**src/rtl/fpp_pkg.sv**
```systemverilog
package fpp_pkg;

    // Instruction opcodes (first byte of each four-byte instruction)
    localparam logic [7:0] OP_LD_LO   = 8'h40;
    localparam logic [7:0] OP_LD_HI   = 8'h48;
    localparam logic [7:0] OP_WR_PAGE = 8'h4C;
    localparam logic [7:0] OP_RD_LO   = 8'h20;

    localparam logic [15:0] ERASED_WORD = 16'hFFFF;
    localparam logic [7:0]  ERASED_BYTE = 8'hFF;

    typedef enum logic [1:0] {
        K_LD_LO,
        K_LD_HI,
        K_WR,
        K_RD
    } cmd_kind_e;

    typedef enum logic [3:0] {
        ST_IDLE,
        ST_FETCH,
        ST_EXAM,
        ST_LO_REQ,
        ST_LO_RSP,
        ST_HI_REQ,
        ST_HI_RSP,
        ST_WR_REQ,
        ST_WR_RSP,
        ST_HOLD,
        ST_RD_REQ,
        ST_RD_RSP,
        ST_FINISH
    } prog_state_e;

endpackage

```
**src/rtl/fpp_cmd_build.sv**
```systemverilog
module fpp_cmd_build
    import fpp_pkg::*;
#(
    parameter int IDX_W  = 6,
    parameter int PAGE_W = 7
) (
    input  cmd_kind_e         kind,
    input  logic [PAGE_W-1:0] page,
    input  logic [IDX_W-1:0]  idx,
    input  logic [7:0]        data,
    output logic [31:0]       cmd
);
    localparam int ADDR_W = PAGE_W + IDX_W;

    logic [15:0] addr;
    logic [7:0]  op;
    logic [7:0]  payload;

    always_comb begin
        addr    = '0;
        op      = OP_LD_LO;
        payload = data;
        unique case (kind)
            K_LD_LO: begin
                op               = OP_LD_LO;
                addr[IDX_W-1:0]  = idx;
            end
            K_LD_HI: begin
                op               = OP_LD_HI;
                addr[IDX_W-1:0]  = idx;
            end
            K_WR: begin
                op                    = OP_WR_PAGE;
                addr[ADDR_W-1:IDX_W]  = page;
                payload               = '0;
            end
            K_RD: begin
                op                = OP_RD_LO;
                addr[ADDR_W-1:0]  = {page, idx};
                payload           = '0;
            end
            default: ;
        endcase
        cmd = {op, addr, payload};
    end

endmodule

```
**src/rtl/fpp_wait_timer.sv**
```systemverilog
module fpp_wait_timer #(
    parameter int LIMIT = 4500
) (
    input  logic clk,
    input  logic rst_n,
    input  logic clr,
    output logic expired
);
    localparam int CW = $clog2(LIMIT + 1);

    logic [CW-1:0] cnt;

    always_ff @(posedge clk) begin
        if (!rst_n)
            cnt <= '0;
        else if (clr)
            cnt <= '0;
        else if (cnt != CW'(LIMIT))
            cnt <= cnt + 1'b1;
    end

    assign expired = (cnt == CW'(LIMIT));

endmodule

```
**src/rtl/flash_page_prog.sv**
```systemverilog
module flash_page_prog
    import fpp_pkg::*;
#(
    parameter int IDX_W       = 6,
    parameter int PAGE_W      = 7,
    parameter int WAIT_CYCLES = 4500
) (
    input  logic              clk,
    input  logic              rst_n,
    input  logic              start,
    input  logic [PAGE_W-1:0] page_num,
    output logic              busy,
    output logic              done,
    output logic              err,
    output logic              buf_rd,
    output logic [IDX_W-1:0]  buf_idx,
    input  logic [15:0]       buf_word,
    output logic              req_valid,
    input  logic              req_ready,
    output logic [31:0]       req_cmd,
    input  logic              rsp_valid,
    input  logic [7:0]        rsp_byte
);
    localparam int PAGE_WORDS = 1 << IDX_W;
    localparam logic [IDX_W-1:0] LAST_IDX = IDX_W'(PAGE_WORDS - 1);

    prog_state_e       st, nxt;
    logic [IDX_W-1:0]  idx;
    logic [15:0]       word_q;
    logic [PAGE_W-1:0] page_q;
    logic              found;
    logic [IDX_W-1:0]  poll_idx;
    logic [7:0]        poll_val;
    logic              last;
    logic              expired;
    logic              timer_clr;
    cmd_kind_e         kind;
    logic [IDX_W-1:0]  cmd_idx;
    logic [7:0]        cmd_data;

    assign last = (idx == LAST_IDX);

    // State register
    always_ff @(posedge clk) begin
        if (!rst_n)
            st <= ST_IDLE;
        else
            st <= nxt;
    end

    // Next-state logic
    always_comb begin
        nxt = st;
        unique case (st)
            ST_IDLE:   if (start) nxt = ST_FETCH;
            ST_FETCH:  nxt = ST_EXAM;
            ST_EXAM: begin
                if (buf_word != ERASED_WORD) nxt = ST_LO_REQ;
                else if (!last)              nxt = ST_FETCH;
                else if (found)              nxt = ST_WR_REQ;
                else                         nxt = ST_FINISH;
            end
            ST_LO_REQ: if (req_ready) nxt = ST_LO_RSP;
            ST_LO_RSP: if (rsp_valid) nxt = ST_HI_REQ;
            ST_HI_REQ: if (req_ready) nxt = ST_HI_RSP;
            ST_HI_RSP: if (rsp_valid) nxt = last ? ST_WR_REQ : ST_FETCH;
            ST_WR_REQ: if (req_ready) nxt = ST_WR_RSP;
            ST_WR_RSP: if (rsp_valid) nxt = (poll_val == ERASED_BYTE) ? ST_HOLD : ST_RD_REQ;
            ST_HOLD:   if (expired) nxt = ST_FINISH;
            ST_RD_REQ: if (req_ready) nxt = ST_RD_RSP;
            ST_RD_RSP: if (rsp_valid)
                           nxt = (rsp_byte == poll_val || expired) ? ST_FINISH : ST_RD_REQ;
            ST_FINISH: nxt = ST_IDLE;
            default:   nxt = ST_IDLE;
        endcase
    end

    // Outputs
    always_comb begin
        busy      = (st != ST_IDLE) && (st != ST_FINISH);
        done      = (st == ST_FINISH);
        buf_rd    = (st == ST_FETCH);
        req_valid = 1'b0;
        kind      = K_LD_LO;
        cmd_idx   = idx;
        cmd_data  = word_q[7:0];
        unique case (st)
            ST_LO_REQ: begin
                req_valid = 1'b1;
                kind      = K_LD_LO;
            end
            ST_HI_REQ: begin
                req_valid = 1'b1;
                kind      = K_LD_HI;
                cmd_data  = word_q[15:8];
            end
            ST_WR_REQ: begin
                req_valid = 1'b1;
                kind      = K_WR;
            end
            ST_RD_REQ: begin
                req_valid = 1'b1;
                kind      = K_RD;
                cmd_idx   = poll_idx;
            end
            default: ;
        endcase
    end

    assign buf_idx   = idx;
    assign timer_clr = (st == ST_WR_RSP) && rsp_valid;

    // Datapath registers
    always_ff @(posedge clk) begin
        if (!rst_n) begin
            idx      <= '0;
            word_q   <= '0;
            page_q   <= '0;
            found    <= 1'b0;
            poll_idx <= '0;
            poll_val <= '0;
            err      <= 1'b0;
        end else begin
            unique case (st)
                ST_IDLE: if (start) begin
                    idx    <= '0;
                    page_q <= page_num;
                    found  <= 1'b0;
                    err    <= 1'b0;
                end
                ST_EXAM: begin
                    word_q <= buf_word;
                    if (buf_word == ERASED_WORD) begin
                        if (!last) idx <= idx + 1'b1;
                    end else if (!found) begin
                        found    <= 1'b1;
                        poll_idx <= idx;
                        poll_val <= buf_word[7:0];
                    end
                end
                ST_HI_RSP: if (rsp_valid && !last) idx <= idx + 1'b1;
                ST_RD_RSP: if (rsp_valid && rsp_byte != poll_val && expired) err <= 1'b1;
                default: ;
            endcase
        end
    end

    fpp_cmd_build #(
        .IDX_W (IDX_W),
        .PAGE_W(PAGE_W)
    ) u_build (
        .kind (kind),
        .page (page_q),
        .idx  (cmd_idx),
        .data (cmd_data),
        .cmd  (req_cmd)
    );

    fpp_wait_timer #(
        .LIMIT(WAIT_CYCLES)
    ) u_timer (
        .clk    (clk),
        .rst_n  (rst_n),
        .clr    (timer_clr),
        .expired(expired)
    );

endmodule

```
**config.mk**
```make
export PLATFORM = sky130hd
export DESIGN_NAME = flash_page_prog
export DESIGN_NICKNAME = d
export VERILOG_FILES = /design/src/rtl/fpp_pkg.sv /design/src/rtl/fpp_cmd_build.sv /design/src/rtl/fpp_wait_timer.sv /design/src/rtl/flash_page_prog.sv
export SDC_FILE = /design/constraint.sdc
export NUM_CORES = 1
export LEC_CHECK = 0
export BUFFER_PORTS_ARGS = -buffer_cell sky130_fd_sc_hd__buf_2
export CAP_MARGIN = 30
export CORE_MARGIN = 4
export CORE_UTILIZATION = 49
export CTS_CLUSTER_DIAMETER = 100
export DETAILED_ROUTE_END_ITERATION = 12
export PLACE_DENSITY = 0.86
export SYNTH_ARGS = -nofsm -noshare
export SYNTH_HDL_FRONTEND = slang
export SYNTH_SLANG_ARGS = --single-unit
```
**constraint.sdc**
```tcl
create_clock -name clk -period 2.2 [get_ports clk]
set_input_delay 0.44 -clock clk [delete_from_list [all_inputs] [get_ports clk]]
set_output_delay 0.44 -clock clk [all_outputs]
set_load 0.05 [all_outputs]
```
Word level (Yosys, flattened, before mapping) --
Cells that the tools add are included.
Storage, ports and cells: memories kept 0, latch bits 0, input bits 36, bits in read-only memories 0, register bits after elaboration 62, memory bits (writable) 0, word-level logic and storage cells 111, output and inout port bits 43
Operators by class: divide/modulo/power cells 0, shifts and indexed selects 0, bitwise gates (word level) 3, $lt $le $gt $ge 0, reductions and logical operators 23, mux-type cells 35, multipliers 0, equality and inequality tests 39, $add $sub $neg 2
Operators by type and width (count):
- $mux 4 | 13
- $pmux 4 s12 | 1
- $mux 6 | 6
- $pmux 8 s4 | 1
- $ne 2x2->1 const B | 15
- $eq 4x4->1 const B | 5
- $pmux 6 s3 | 1
- $eq 16x16->1 const B | 1
- $eq 4x3->1 const B | 4
- $mux 8 | 2
- $ne 16x16->1 const B | 1
- $add 13x1->13 const B | 1
- $eq 13x13->1 const B | 1
- $ne 13x13->1 const B | 1
- $reduce_and 10->1 | 1
- $reduce_and 3->1 | 3
- $eq 4x2->1 const B | 2
- $eq 8x8->1 | 1
- $eq 8x8->1 const B | 1
- $ne 8x8->1 | 1
- $mux 7 | 1
- $add 6x1->6 const B | 1
- $eq 6x6->1 const B | 1
- $mux 3 | 2
- 22 further kinds | 35

Logic depth before layout (Yosys ltp) --
word-level depth 5, gate-level depth with buffers 8, mapped depth without buffers 8

Cells and area by module --
Synthesis repeated with hierarchy kept, for this count alone.
Unflattened totals: cell total of the unflattened synthesis 411, area total of the unflattened synthesis 3624.7 um^2
By module, submodules not included:
- flash_page_prog | cells each 294, area each 2623.8 um^2, sequential area each 980.9 um^2, instances 1
- fpp_wait_timer | cells each 78, area each 661.9 um^2, sequential area each 260.2 um^2, instances 1
- fpp_cmd_build | cells each 39, area each 339.1 um^2, sequential area each 0.0 um^2, instances 1

Worst setup path after synthesis --
OpenSTA, ideal clock, no wires.
path type register to output, start register st[3], end output port req_cmd[10], required time 1760 ps, arrival time 2422 ps, setup slack -662 ps, buffers on the path 3, stages on the path, launching flop included 9, path through dfxtp_1 clkbuf_1 clkbuf_1 nor2_1 a21oi_1 nor2_1 clkbuf_1 ha_1 a21oi_1
On the way: cells in the longest elaborated chain, start to end 5, elaborated cells on any way between the ends 10, classes of those cells eq/ne: 5; mux: 3; reduce/logical: 2
Ends and longest elaborated chain:
- start: declaration | line flash_page_prog.sv:27 | prog_state_e st, nxt;
- start signal: assignment | line flash_page_prog.sv:48 | st <= nxt;
- $eq 4x4->1 / $eq 4x3->1 (equally long branches) | line flash_page_prog.sv:87 | unique case (st)
- $pmux 2 s3 | line flash_page_prog.sv:87
- $eq 2x1->1 (tied with other cells) | line fpp_cmd_build.sv:23 | unique case (kind)
- $reduce_or 3->1 (no line)
- $mux 6 * | line fpp_cmd_build.sv:23
- end: declaration | line flash_page_prog.sv:20 | output logic [31:0] req_cmd,
Mark *: on every way between the ends. The rest lies on a longest branch, timed or not.

Worst setup path in the final report --
start register st[0], end output port req_cmd[0]
On the way: cells in the longest elaborated chain, start to end 5, elaborated cells on any way between the ends 9, classes of those cells eq/ne: 5; mux: 3; reduce/logical: 1
Ends and longest elaborated chain (line):
- $eq 4x4->1 / $eq 4x3->1 (equally long branches) | flash_page_prog.sv:87
- $pmux 2 s3 | flash_page_prog.sv:87
- $eq 2x2->1 | fpp_cmd_build.sv:23
- $reduce_or 2->1 (no line)
- $mux 8 * | fpp_cmd_build.sv:23
Marks and branches as above.

==> impl_metrics.tcl <==
set metrics [dict create \
    syn_avg_cell_area_sq_um 7.98 \
    ant_nets 0 \
    via_per_inst 5.65 \
    final_core_util 0.699 \
    port-buffer-count 71 \
    failed_checks "negative setup slack" \
    multi_input_area_sq_um 2200 \
    cts_sinks 62 \
    wl_met2_microns 4720 \
    worstHoldPathType "input port to flop" \
    gp_congestion 0.946 \
    yosys_warnings 0 \
    grt_pass1_vias 3435 \
    syn_inst 418 \
    synth_cell_types 49 \
    worst_slew_pin_slew_ns 0.571 \
    rows 29 \
    end_kind "primary output" \
    ys_seq_elements 62 \
    clk_latency_ns 0.34 \
    clock_skew_ns 0.00385 \
    die_y_microns 90.5 \
    met1_length_microns 3960 \
    grt_pass1_wl_microns 16000 \
    dr.pass1.iters 5 \
    setup_viol 1 \
    start_util 0.514 \
    routed.top_layer "met4" \
    fp.dieW_microns 90.5 \
    async_reset_ff_frac 0 \
    power-per-cell-area_nw_per_um2 1030 \
    cts-htree-levels 3 \
    drv_slew 0 \
    cp_data_arrival_time_ns 1.77 \
    drv_cap 0 \
    outcome "finished, violations left" \
    drc 0 \
    layout.nets 559 \
    dpl.hpwl_microns 6800 \
    drive_gt1_frac 0.336 \
    wire_per_inst_microns 16.0 \
    synth_edf_count 0 \
    post-route-period-util 1.00 \
    fin_area_sq_um 4540 \
    antenna_cells 0 \
    core_sq_um 6490 \
    path_clk_slew_ns 0.07 \
    setup_slack_ns -0.00611 \
    relSlewSlack 0.619 \
    hold_ws_ns 0.354 \
    fin_setup_tns_ns -0.00611 \
    p_leak_nw 1.81 \
    routed_wl_microns 9550 \
    clock_path_buffers 2 \
    synth-seq-area-share 0.372 \
    dp_worst_setup_slack_ns -0.0416 \
    fmax_mhz 453 \
    crit_type "flop to primary output" \
    root_buffer "clkbuf_8" \
    cp.required_ns 1.76 \
    start_kind "flop" \
    grt_max_degree 33 \
    netlist_area_sq_um 3340 \
    numCtsBuffers 9 \
    post_dp_cell_area_sq_um 4020 \
    fillCellCount 486 \
    ios 79 \
    rsz0062_at_grt "yes" \
    min_period_ns 2.21 \
    grt_usage 0.235 \
    met3_length_microns 601 \
    yosysTopAreaCellShare 0.372 \
    drt_iter0_drc 332 \
    ys.flop_type "dfxtp_1" \
    peakVddDrop_mv 0.786 \
    area_growth_pct 36.1 \
    seqCellArea_sq_um 1260 \
    dieArea_sq_um 8190 \
    dr_total_vias 3380 \
    yosys.area.top_type "dfxtp_1" \
    antenna_found_initial 0 \
    holdBufCountCts 0 \
    grt-ovfl-total 0 \
    synth_area_leaders "dfxtp_1 (37%), nand2_1 (9.3%), mux2i_1 (6.6%), nor2b_1 (4.3%), nor2_1 (3.8%)" \
    cts_tree "done" \
    hold_viol 0 \
    worstPathMaxFanout 8 \
]
routing by layer:
metal | global-route usage | vias up
li1 | - | 1607
met1 | 0.282 | 1577
met2 | 0.406 | 162
met3 | 0.0483 | 34
met4 | 0.0995 | 0
met5 | 0 | -
power by group:
part           leakage (nW)  internal, mW  switching (mW)
registers             0.506          1.28           0.149
clock network         0.110         0.666           0.440
logic                  1.20         0.852            1.30
total                  1.81          2.80            1.89
critical path, stage by stage (launching register included):
cell	delay (ns)
dfxtp_4	0.37
buf_4	0.15
nand2b_4	0.07
buf_4	0.16
or2_4	0.31
nand2_1	0.11
a21oi_2	0.06
buf_4	0.19
synthesized netlist by cell type, types with 9 or more instances:
cell and n:
xor2_1 11, a21oi_1 24, nor2b_1 23, nand3_1 15, xnor2_1 11, a21boi_0 16
nor2_1 34, nand4_1 14, mux2i_1 22, dfxtp_1 62, clkbuf_1 14, nand2_1 83
nor3_1 9
final cells by class:
type	instances	share of cell area
Clock buffer	12	0.0320
Sequential cell	62	0.277
Timing Repair Buffer	106	0.160
Tap cell	77	0.0212
Multi-Input combinational cell	329	0.485
Inverter	8	0.00937
Clock inverter	4	0.0154
placed cells by master (no fill, tap or decap), drive strengths merged, types with 2 or more instances in the layout:
cell type    n
o21ai        5
bufinv       2
o22ai        2
nand3       15
a31oi        2
nor2        35
ha           7
or3          2
a21oi       24
inv          6
or2          2
a21boi      16
clkbuf      14
clkinvlp     2
or4          3
xor2        11
and3         7
dfxtp       62
buf        104
a21o         2
mux2i       22
nor2b       23
xnor2       11
nand2       83
nand2b       3
conb         7
and2         8
nor3        11
clkinv       2
nand4       14
stage by stage:
stage	total power [mW]	std cells
5_1_grt	4.93	598
4_1_cts	4.52	598
6_report	4.69	598
2_1_floorplan	2.73	424
3_5_place_dp	3.28	576
3_3_place_gp	3.23	576
timing repair:
item / in CTS / in global routing
gates resized for setup: 39 / 37
buffers inserted: 6 / 0
setup endpoints to repair: 26 / 27
pin swaps: 3 / 4
state kept, by name (all words and copies together), names as in the netlist, 4 cells and up:
register and flops:
buf_idx 6, page_q 7, poll_idx 6, poll_val 8, st 4, u_timer.cnt 13, word_q 16
cell families (layout without fill, tap and decap cells):
kind of cell / Yosys count / after routing / synth area share
xor+xnor: 22 / 22 / 0.0578
compound gates: 60 / 60 / 0.118
simple gates: 210 / 210 / 0.308
other cells: 1 / 7 / 0.00112
fa+ha+maj: 7 / 7 / 0.0263
mux: 23 / 23 / 0.0694
buf+inv: 33 / 130 / 0.0469
flops: 62 / 62 / 0.372
worst paths after layout:
check / to / start / slack, ns / depth (start not counted)
setup / recovery: req_cmd[0] / st[0]$_SDFFE_PN0P_ / -0.006 / 7
hold / removal: page_q[4]$_SDFFE_PN0P_ / page_num[4] / 0.35 / 3
setup reg to reg: st[0]$_SDFFE_PN0P_ / u_timer.cnt[6]$_SDFFE_PP0P_ / 0.08 / 6
hold reg to reg: word_q[12]$_SDFFE_PN0P_ / word_q[12]$_SDFFE_PN0P_ / 0.47 / 2
Power figures use the tool's default switching activity.
